File: src/rtl/uart_flag_pkg.sv
package uart_flag_pkg;
  localparam int NFLAGS = 4;
  typedef enum int unsigned {
    FLG_TXNF = 0,
    FLG_TC   = 1,
    FLG_RXNE = 2,
    FLG_IDLE = 3
  } flag_idx_e;
  typedef logic [NFLAGS-1:0] flag_vec_t;
endpackage

File: src/rtl/uart_tx_flags.sv
module uart_tx_flags (
  input  logic clk,
  input  logic rst_n,
  input  logic txf_full_i,
  input  logic txf_empty_i,
  input  logic tx_frame_done_i,
  input  logic tx_busy_i,
  input  logic tx_en_i,
  input  logic dr_wr_i,
  input  logic tc_clr_i,
  input  logic flush_req_i,
  output logic txnf_o,
  output logic tc_o
);
  logic flush_q, flush_d, hold_low;
  logic txnf_d, tc_d, tc_set, tc_clr;

  assign hold_low = flush_q | flush_req_i;

  always_comb begin
    flush_d = hold_low & ~txf_empty_i;
    if (txf_empty_i)   txnf_d = 1'b1;
    else if (hold_low) txnf_d = 1'b0;
    else               txnf_d = ~txf_full_i;
  end

  assign tc_set = (tx_frame_done_i & txf_empty_i) | (~tx_en_i & ~tx_busy_i);
  assign tc_clr = dr_wr_i | tc_clr_i;

  always_comb begin
    if (tc_set)      tc_d = 1'b1;
    else if (tc_clr) tc_d = 1'b0;
    else             tc_d = tc_o;
  end

  always_ff @(posedge clk) begin
    if (!rst_n) begin
      flush_q <= 1'b0;
      txnf_o  <= 1'b1;
      tc_o    <= 1'b1;
    end else begin
      flush_q <= flush_d;
      txnf_o  <= txnf_d;
      tc_o    <= tc_d;
    end
  end

  AST_TXNF_FULL_LOW: assert property (@(posedge clk) disable iff (!rst_n)
    (txf_full_i && !txf_empty_i) |=> !txnf_o);
  AST_TXNF_FLUSH_HOLD: assert property (@(posedge clk) disable iff (!rst_n)
    (flush_req_i && !txf_empty_i) |=> !txnf_o);
  AST_TC_FORCED: assert property (@(posedge clk) disable iff (!rst_n)
    (!tx_en_i && !tx_busy_i) |=> tc_o);
  AST_TC_DR_CLEAR: assert property (@(posedge clk) disable iff (!rst_n)
    (dr_wr_i && !(tx_frame_done_i && txf_empty_i) && (tx_en_i || tx_busy_i)) |=> !tc_o);
  AST_TC_DONE_SET: assert property (@(posedge clk) disable iff (!rst_n)
    (tx_frame_done_i && txf_empty_i) |=> tc_o);
endmodule

File: src/rtl/uart_rx_flags.sv
module uart_rx_flags (
  input  logic clk,
  input  logic rst_n,
  input  logic rxf_empty_i,
  input  logic flush_req_i,
  input  logic idle_det_i,
  input  logic mute_en_i,
  input  logic rx_muted_i,
  input  logic idle_clr_i,
  output logic rxne_o,
  output logic idle_o
);
  logic rxne_d, rxne_rise, arm_q, arm_d, idle_d, idle_take, muted;

  assign rxne_d    = flush_req_i ? 1'b0 : ~rxf_empty_i;
  assign rxne_rise = rxne_d & ~rxne_o;
  assign muted     = mute_en_i & rx_muted_i;
  assign idle_take = idle_det_i & arm_q & ~muted;

  always_comb begin
    if (rxne_rise)      arm_d = 1'b1;
    else if (idle_take) arm_d = 1'b0;
    else                arm_d = arm_q;
    if (idle_take)       idle_d = 1'b1;
    else if (idle_clr_i) idle_d = 1'b0;
    else                 idle_d = idle_o;
  end

  always_ff @(posedge clk) begin
    if (!rst_n) begin
      rxne_o <= 1'b0;
      idle_o <= 1'b0;
      arm_q  <= 1'b1;
    end else begin
      rxne_o <= rxne_d;
      idle_o <= idle_d;
      arm_q  <= arm_d;
    end
  end

  AST_RXNE_FLUSH: assert property (@(posedge clk) disable iff (!rst_n)
    flush_req_i |=> !rxne_o);
  AST_IDLE_STICKY: assert property (@(posedge clk) disable iff (!rst_n)
    (idle_o && !idle_clr_i) |=> idle_o);
  AST_IDLE_MUTED: assert property (@(posedge clk) disable iff (!rst_n)
    (mute_en_i && rx_muted_i && !idle_o) |=> !idle_o);
  AST_IDLE_DISARM: assert property (@(posedge clk) disable iff (!rst_n)
    (idle_take && !rxne_rise) |=> !arm_q);
endmodule

File: src/rtl/uart_irq_combine.sv
module uart_irq_combine
  import uart_flag_pkg::*;
(
  input  logic      clk,
  input  logic      rst_n,
  input  flag_vec_t flags_i,
  input  flag_vec_t en_i,
  output logic      irq_o
);
  flag_vec_t masked;
  logic      any;

  generate
    for (genvar g = 0; g < NFLAGS; g++) begin : g_mask
      assign masked[g] = flags_i[g] & en_i[g];
    end
  endgenerate

  assign any = |masked;

  always_ff @(posedge clk) begin
    if (!rst_n) irq_o <= 1'b0;
    else        irq_o <= any;
  end

  AST_IRQ_MASKED: assert property (@(posedge clk) disable iff (!rst_n)
    (en_i == '0) |=> !irq_o);
  AST_IRQ_FOLLOWS: assert property (@(posedge clk) disable iff (!rst_n)
    ((flags_i & en_i) != '0) |=> irq_o);
endmodule

File: src/rtl/uart_flag_ctrl.sv
module uart_flag_ctrl
  import uart_flag_pkg::*;
(
  input  logic              clk,
  input  logic              rst_n,
  input  logic              txf_full_i,
  input  logic              txf_empty_i,
  input  logic              rxf_empty_i,
  input  logic              tx_frame_done_i,
  input  logic              tx_busy_i,
  input  logic              tx_en_i,
  input  logic              idle_det_i,
  input  logic              mute_en_i,
  input  logic              rx_muted_i,
  input  logic              dr_wr_i,
  input  logic              clr_wr_i,
  input  logic              clr_tc_i,
  input  logic              clr_idle_i,
  input  logic              req_wr_i,
  input  logic              req_txflush_i,
  input  logic              req_rxflush_i,
  input  logic [NFLAGS-1:0] irq_en_i,
  output logic              txnf_o,
  output logic              tc_o,
  output logic              rxne_o,
  output logic              idle_o,
  output logic              irq_o
);
  flag_vec_t flags;

  uart_tx_flags u_tx (
    .clk, .rst_n, .txf_full_i, .txf_empty_i, .tx_frame_done_i,
    .tx_busy_i, .tx_en_i, .dr_wr_i,
    .tc_clr_i    (clr_wr_i & clr_tc_i),
    .flush_req_i (req_wr_i & req_txflush_i),
    .txnf_o, .tc_o
  );

  uart_rx_flags u_rx (
    .clk, .rst_n, .rxf_empty_i,
    .flush_req_i (req_wr_i & req_rxflush_i),
    .idle_det_i, .mute_en_i, .rx_muted_i,
    .idle_clr_i  (clr_wr_i & clr_idle_i),
    .rxne_o, .idle_o
  );

  always_comb begin
    flags           = '0;
    flags[FLG_TXNF] = txnf_o;
    flags[FLG_TC]   = tc_o;
    flags[FLG_RXNE] = rxne_o;
    flags[FLG_IDLE] = idle_o;
  end

  uart_irq_combine u_irq (
    .clk, .rst_n, .flags_i(flags), .en_i(irq_en_i), .irq_o
  );

  AST_RESET_STATE: assert property (@(posedge clk)
    !rst_n |=> (txnf_o && tc_o && !rxne_o && !idle_o && !irq_o));
endmodule

File: config.mk
export PLATFORM = sky130hd
export DESIGN_NAME = uart_flag_ctrl
export DESIGN_NICKNAME = d
export VERILOG_FILES = /design/src/rtl/uart_flag_pkg.sv /design/src/rtl/uart_tx_flags.sv /design/src/rtl/uart_rx_flags.sv /design/src/rtl/uart_irq_combine.sv /design/src/rtl/uart_flag_ctrl.sv
export SDC_FILE = /design/constraint.sdc
export NUM_CORES = 1
export LEC_CHECK = 0
export ABC_AREA = 1
export BUFFER_PORTS_ARGS = -buffer_cell sky130_fd_sc_hd__buf_2
export CAP_MARGIN = 5
export CORE_AREA = 4 4 41 43
export DETAILED_ROUTE_END_ITERATION = 10
export DIE_AREA = 0 0 45 47
export GPL_ROUTABILITY_DRIVEN = 0
export MAX_ROUTING_LAYER = met4
export PLACE_DENSITY = 0.54
export SLEW_MARGIN = 20
export SYNTH_ARGS = -nofsm -noshare
export SYNTH_HDL_FRONTEND = slang
export SYNTH_HIERARCHICAL = 1
export SYNTH_SLANG_ARGS = --single-unit
export TNS_END_PERCENT = 10
File: constraint.sdc
create_clock -name clk -period 0.9 [get_ports clk]
set_clock_uncertainty 0.05 [all_clocks]
set_input_delay 0.135 -clock clk [delete_from_list [all_inputs] [get_ports clk]]
set_output_delay 0.135 -clock clk [all_outputs]
set_load 0.02 [all_outputs]
==> impl_metrics.tcl, run 1 <==
set metrics [dict create \
    final_nets 103 \
    hold_path_depth 2 \
    drt-vias-per-instance 3.88 \
    setup_viol 0 \
    timing.fmax_mhz 1120 \
    path_delay_family "flip-flops" \
    first_global_vias 352 \
    worst_pin_slew_ns 0.127 \
    cts_root_buffer "clkbuf_4" \
    drt_wl_total_um 778 \
    worstPathArrival_ns 0.71 \
    drtIter0Drc 4 \
    critPathBufInv 1 \
    worst_setup_path_end_kind "output pin" \
    power_density_nw_per_um2 1480 \
    crit_path_max_fanout 3 \
    min_from "txf_full_i" \
    drive_above_1_share_pct 43.8 \
    status "completed" \
    dieArea_um2 2120 \
    drt_pass1_iterations 4 \
    slew_violations 0 \
    grt_antenna_before_repair 0 \
    grt_overflow 0 \
    grt_pass1_wl_um 1210 \
    netlist_area_um2 320 \
    cts_tree "done" \
    synth.distinct_cells 12 \
    coreArea_um2 1300 \
    worstPathCellList "buf_6" \
    clock_latency_ns 0.25 \
    maxCapViolCount 0 \
    num_vias 369 \
    syn_avg_cell_area_um2 6.41 \
    track_usage_pct 8.59 \
    drc 0 \
    grt_start_max_net_pins 5 \
    die_w_um 45 \
    wire_per_inst_um 8.19 \
    syn_to_final_growth_pct 68.7 \
    p_leak_nw 0.331 \
    htree_levels 1 \
    r2r_cells 5 \
    numClockSinks 7 \
    port_buffers 26 \
    cpPeakStageDelay_ns 0.34 \
    slowest_stage "dfxtp_2" \
    r2r_start "u_rx/arm_q$_SDFFE_PP1P_" \
    row_count 13 \
    dp.cells 91 \
    die_h_um 47 \
    ant_nets 0 \
    worstPathRequired_ns 0.71 \
    ios 27 \
    worstSetupPathDepth 1 \
    cts_buffers 3 \
    synth-seq-area-share_pct 43.7 \
    final_area_um2 541 \
    syn_inst 50 \
    path_class "reg -> out" \
    rsz0062_at_grt "yes" \
    clk_pin_slew_worst_paths_ns 0.05 \
    dpl-instance-area_um2 469 \
    n_antenna_cell 0 \
    min_period_over_period_pct 99.4 \
    post_layout_nonfiller_instances 95 \
    startpoint_type "register" \
    clk_path_buf_depth 2 \
    synth_fp_nets 72 \
    fin_setup_tns_ns 0 \
    startpoint "u_rx/rxne_o$_SDFF_PN0_" \
    hold_viol_final 0 \
    initial_core_util_pct 24.6 \
    dp_hpwl_um 627 \
    ys_seq_elements 7 \
    nFillCells 154 \
    slew_headroom_pct 91.5 \
    ys.warnings.count 6 \
    hold_path.class "in -> reg" \
    ir_drop_mv 0.663 \
    min_period_ns 0.894 \
]
-- layer usage --
metal  global-route usage [%]  share of wire [%]
met4                     8.77                  0
met5                        -                  0
met1                     9.40                 44
met2                     12.1                 45
met3                     2.30                 10
-- final timing paths --
check                                                to  slack, ns
worst max-delay path                             rxne_o      0.006
worst min-delay path             u_tx/txnf_o$_SDFF_PP1_       0.02
worst max register to register  u_rx/arm_q$_SDFFE_PP1P_       0.16
worst min register to register  u_rx/arm_q$_SDFFE_PP1P_       0.41
-- final cells by class --
type	instances	area (um2)	share of cell area [%]
sequential	7	146	27.1
timing repair buffer	26	169	31.3
tap	15	18.8	3.47
inverter	12	45.0	8.33
multi-input combinational	31	135	25.0
clock buffer	4	26.3	4.86
-- power by group --
| group | total (mW) | internal [mW] | switching (mW) |
|---|---|---|---|
| logic | 0.163 | 0.0879 | 0.0747 |
| registers | 0.348 | 0.334 | 0.0133 |
| clock network | 0.288 | 0.169 | 0.118 |
-- timing repair --
action                                  in CTS  in global routing
gates resized for setup                     12                  4
hold buffers                                 1                  0
endpoints found under the setup margin       4                  5
pin swaps                                    0                  1
setup buffers                                0                  0
hold endpoints to repair                     1                  0
-- cells in the mapped netlist (all sizes together) --
cell type  number  area (um2)
nor2            5        18.8
a21oi           3        18.8
nor3            1        5.00
inv            12        45.0
nand3           1        5.00
o21ai           1        5.00
dfxtp           7         140
nand2          18        70.1
or2             1        6.26
and2            1        6.26
-- registers in the layout (all words and copies together), names as in the netlist --
signal        cells
u_rx/arm_q        1
u_irq/irq_o       1
u_rx/rxne_o       1
u_tx/flush_q      1
u_rx/idle_o       1
u_tx/tc_o         1
u_tx/txnf_o       1
-- cells by family (layout without fill, tap and decap cells) --
group / after synthesis / in the layout / share of synthesized area [%]
buffers and inverters: 12 / 42 / 14.1
AOI/OAI and AO/OA: 4 / 4 / 7.42
DFF: 7 / 7 / 43.7
and+or+nand+nor: 27 / 27 / 34.8
-- metrics by stage --
step | hold slack [ns] | total power [mW] | util (%) | setup WS, ns
2_1_floorplan | 0.162 | 0.421 | - | 0.0654
3_3_place_gp | 0.265 | 0.488 | 36.1 | 0.169
3_5_place_dp | 0.267 | 0.490 | 36.1 | 0.171
4_1_cts | 0.0142 | 0.807 | 41.2 | -0.00300
5_1_grt | 0.0238 | 0.840 | 41.5 | -0.0166
6_report | 0.0178 | 0.798 | 41.5 | 0.00550
-- placed cells by master (no fill, tap or decap) --
cell	count
inv_1	12
and2_1	1
clkbuf_1	1
buf_2	20
a21oi_1	2
nand2_2	1
nand2_1	17
dfxtp_2	5
o21ai_0	1
nor3_1	1
dlymetal6s4s_1	1
clkbuf_4	3
a21oi_2	1
nor2_1	5
or2_0	1
dfxtp_1	2
buf_6	5
nand3_1	1
Power figures use the tool's default switching activity.
==> run 2: changes to the inputs <==
--- a/config.mk
+++ b/config.mk
@@ -14,6 +14,7 @@
 export GPL_ROUTABILITY_DRIVEN = 0
 export MAX_ROUTING_LAYER = met4
 export PLACE_DENSITY = 0.54
+export RECOVER_POWER = 100
 export SLEW_MARGIN = 20
 export SYNTH_ARGS = -nofsm -noshare
 export SYNTH_HDL_FRONTEND = slang
==> impl_metrics.tcl, run 2 (same netlist as run 1, synthesis figures left out) <==
set metrics [dict create \
    grt_overflow 0 \
    die_w_um 45 \
    dieArea_um2 2120 \
    hold_viol_final 0 \
    post_cts_buffers 0 \
    n_antenna_cell 0 \
    layout_commonest_cell "buf_2" \
    drt-vias-per-instance 3.88 \
    drtIter0Drc 2 \
    clk_path_buf_depth 2 \
    slowest_stage "dfxtp_2" \
    post_layout_nonfiller_instances 95 \
    cts_buffers 3 \
    drt_wl_total_um 778 \
    hold_path.class "in -> reg" \
    worstPathArrival_ns 0.71 \
    track_usage_pct 8.59 \
    numClockSinks 7 \
    coreArea_um2 1300 \
    worst_setup_path_end_kind "output pin" \
    ant_nets 0 \
    htree_levels 1 \
    wire_per_inst_um 8.19 \
    clock_latency_ns 0.25 \
    row_count 13 \
    grt_pass1_wl_um 1210 \
    grt_start_max_net_pins 5 \
    maxCapViolCount 0 \
    ir_drop_mv 0.657 \
    min_period_over_period_pct 99.3 \
    path_class "reg -> out" \
    slew_violations 0 \
    worstPathRequired_ns 0.71 \
    p_leak_nw 0.322 \
    power_density_nw_per_um2 1480 \
    timing.fmax_mhz 1120 \
    dp_hpwl_um 627 \
    syn_to_final_growth_pct 67.2 \
    drive_above_1_share_pct 42.5 \
    rrSetupSlack_ns 0.14 \
    total_power_mw 0.795 \
    cpPeakStageDelay_ns 0.34 \
    critPathBufInv 1 \
    worstPathCellList "buf_6" \
    mostFrequentLayoutCells "20 x buf_2, 18 x nand2_1, 12 x inv_1" \
    final_nets 103 \
    path_delay_family "flip-flops" \
    setup_viol 0 \
    drt_pass1_iterations 4 \
    clk_pin_slew_worst_paths_ns 0.05 \
    worst_pin_slew_ns 0.127 \
    slew_headroom_pct 91.5 \
    first_global_vias 352 \
    fin_setup_tns_ns 0 \
    dp.cells 91 \
    min_period_ns 0.894 \
    grt_antenna_before_repair 0 \
    rsz0062_at_grt "yes" \
    die_h_um 47 \
    cts_root_buffer "clkbuf_4" \
    startpoint_type "register" \
    status "completed" \
    initial_core_util_pct 24.6 \
    crit_path_max_fanout 3 \
    cts_tree "done" \
    ios 27 \
    num_vias 369 \
    drc 0 \
    port_buffers 26 \
]
[run 2: cell types whose count changed in the layout (fill, tap and decap cells not counted), sizes merged]
cell,delta
dlymetal6s4s,-1
clkdlybuf4s25,+1
[run 2: worst paths after layout]
path,from,end,depth (start not counted)
worst max register to register,u_rx/arm_q$_SDFFE_PP1P_,u_rx/arm_q$_SDFFE_PP1P_,5
worst max-delay path,u_rx/rxne_o$_SDFF_PN0_,rxne_o,1
worst min register to register,u_rx/arm_q$_SDFFE_PP1P_,u_rx/arm_q$_SDFFE_PP1P_,2
worst min-delay path,txf_full_i,u_tx/txnf_o$_SDFF_PP1_,2
[run 2: final cells by class]
class	count	area, um2
Inverter	12	45.0
Sequential cell	7	146
Multi-Input combinational cell	31	133
Timing Repair Buffer	26	166
Fill cell	156	766
Clock buffer	4	26.3
Tap cell	15	18.8
[run 2: timing repair]
action | 4_1_cts | 5_1_grt
hold buffers | 1 | 0
setup endpoints to repair | 4 | 5
hold endpoints to repair | 1 | 0
pin swaps | 0 | 1
gates resized for setup | 12 | 4
[run 2: metal layers]
layer / GRT usage, % / vias to the layer above / routed length [um]
met5: - / - / 0
met4: 8.77 / 0 / 0
met3: 2.30 / 0 / 79
met2: 12.1 / 18 / 348
met1: 9.40 / 147 / 351
li1: - / 204 / -
[run 2: where the power goes]
group / internal (mW) / switching (mW)
clock network: 0.169 / 0.117
registers: 0.334 / 0.0133
logic: 0.0866 / 0.0738
[run 2: metrics by stage]
step / hold WS (ns) / setup slack, ns / util [%] / cell area, um2
after floorplan: 0.162 / 0.0654 / - / 320
after global placement: 0.265 / 0.169 / 36.1 / 469
after detailed placement: 0.267 / 0.171 / 36.1 / 469
after CTS: 0.0142 / -0.00300 / 41.2 / 536
after global routing: 0.0238 / -0.0166 / 41.2 / 536
final: 0.0178 / 0.00588 / 41.2 / 536
==> run 3: changes to the inputs <==
--- a/config.mk
+++ b/config.mk
@@ -15,6 +15,7 @@
 export MAX_ROUTING_LAYER = met4
 export PLACE_DENSITY = 0.54
 export RECOVER_POWER = 100
+export SETUP_SLACK_MARGIN = 0.15
 export SLEW_MARGIN = 20
 export SYNTH_ARGS = -nofsm -noshare
 export SYNTH_HDL_FRONTEND = slang
==> impl_metrics.tcl, run 3 (same netlist as run 1, synthesis figures left out) <==
set metrics [dict create \
    status "finished, violations left" \
    failed_checks "hold timing" \
    cts_root_buffer "clkbuf_4" \
    power_density_nw_per_um2 1450 \
    row_count 13 \
    cpPeakStageDelay_ns 0.34 \
    numClockSinks 7 \
    worstPathArrival_ns 0.71 \
    fin_setup_tns_ns 0 \
    drtIter0Drc 0 \
    drt-vias-per-instance 3.72 \
    htree_levels 1 \
    clock_latency_ns 0.24 \
    dp.cells 91 \
    r2r_cells 5 \
    worst_pin_slew_ns 0.129 \
    nFillCells 157 \
    internal_power_mw 0.594 \
    clk_pin_slew_worst_paths_ns 0.06 \
    syn_to_final_growth_pct 71.5 \
    dp_hpwl_um 643 \
    wire_per_inst_um 7.98 \
    slowest_stage "dfxtp_4" \
    coreArea_um2 1300 \
    track_usage_pct 8.58 \
    num_vias 361 \
    die_h_um 47 \
    layout_commonest_cell "buf_2" \
    setup_viol 0 \
    first_global_vias 323 \
    initial_core_util_pct 24.6 \
    clk_path_buf_depth 2 \
    rsz0062_at_grt "yes" \
    pwr-share-comb_pct 21.1 \
    cts_buffers 3 \
    crit_path_max_fanout 2 \
    min_period_over_period_pct 99.6 \
    die_w_um 45 \
    holdWs_ns -0.00180 \
    cts_tree "done" \
    fin_ws_ns 0.00354 \
    hold_viol_final 1 \
    slew_headroom_pct 91.4 \
    final_area_um2 549 \
    grt_pass1_wl_um 1210 \
    timing.fmax_mhz 1120 \
    switchingPower_mw 0.204 \
    p_sw_share_pct 25.6 \
    n_antenna_cell 0 \
    worstPathCellList "buf_6" \
    dpl_worst_slack_ns 0.167 \
    path_delay_family "flip-flops" \
    port_buffers 26 \
    r2r_start "u_rx/rxne_o$_SDFF_PN0_" \
    dieArea_um2 2120 \
    grt_start_max_net_pins 5 \
    worstPathRequired_ns 0.71 \
    startpoint "u_rx/rxne_o$_SDFF_PN0_" \
    grt_overflow 0 \
    grt_antenna_before_repair 0 \
    path_class "reg -> out" \
    min_from "rxf_empty_i" \
    post_layout_nonfiller_instances 97 \
    hold_path_depth 2 \
    drt_wl_total_um 774 \
    worst_setup_path_end_kind "output pin" \
    pwr-share-seq_pct 43.2 \
    hold_path.class "in -> reg" \
    ant_nets 0 \
    ir_drop_mv 0.606 \
    drt_pass1_iterations 1 \
    maxCapViolCount 0 \
    p_leak_nw 0.330 \
    min_period_ns 0.896 \
    drc 0 \
    dpl-instance-area_um2 475 \
    ios 27 \
    clockPowerShare_pct 35.8 \
    critPathBufInv 1 \
    worstSetupPathDepth 1 \
    final_nets 105 \
    startpoint_type "register" \
    mostFrequentLayoutCells "20 x buf_2, 16 x nand2_1, 12 x inv_1" \
    drive_above_1_share_pct 46.3 \
    slew_violations 0 \
]
[run 3: final timing paths]
path,end,slack (ns)
setup / recovery,rxne_o,0.004
setup reg to reg,u_irq/irq_o$_SDFF_PN0_,0.06
hold / removal,u_rx/rxne_o$_SDFF_PN0_,-0.002
hold reg to reg,u_rx/arm_q$_SDFFE_PP1P_,0.40
[run 3: cell type report]
class	count	area, um2	share of cell area (%)
multi-input cells	31	134	24.4
repair buffers	28	175	31.9
flip-flops and latches	7	150	27.3
inverters	12	45.0	8.20
clock buffers	4	26.3	4.78
well taps	15	18.8	3.42
[run 3: stage by stage]
stage	utilization (%)	total power, mW
2_1_floorplan	-	0.421
3_3_place_gp	36.5	0.489
3_5_place_dp	36.5	0.490
4_1_cts	41.7	0.809
5_1_grt	42.2	0.849
6_report	42.2	0.799
[run 3: timing repair]
action,4_1_cts,5_1_grt
pin swaps,5,4
buffers inserted,1,1
endpoints found under the hold margin,1,0
resized for setup,12,2
setup endpoints to repair,5,8
[run 3: power by group through the flow]
| stage | clock (mW) | combinational (mW) | sequential [mW] |
|---|---|---|---|
| 6_report | 0.286 | 0.168 | 0.345 |
| 5_1_grt | 0.314 | 0.188 | 0.347 |
| 4_1_cts | 0.298 | 0.166 | 0.345 |
| 3_5_place_dp | 0 | 0.143 | 0.347 |
| 3_3_place_gp | 0 | 0.143 | 0.346 |
| 2_1_floorplan | 0 | 0.0540 | 0.367 |
[run 3: layer usage]
metal	track usage (%)	wire length (um)	vias to the layer above
li1	-	-	207
met1	9.59	317	140
met2	12.7	378	14
met3	2.30	78	0
met4	7.02	0	0
met5	-	0	-
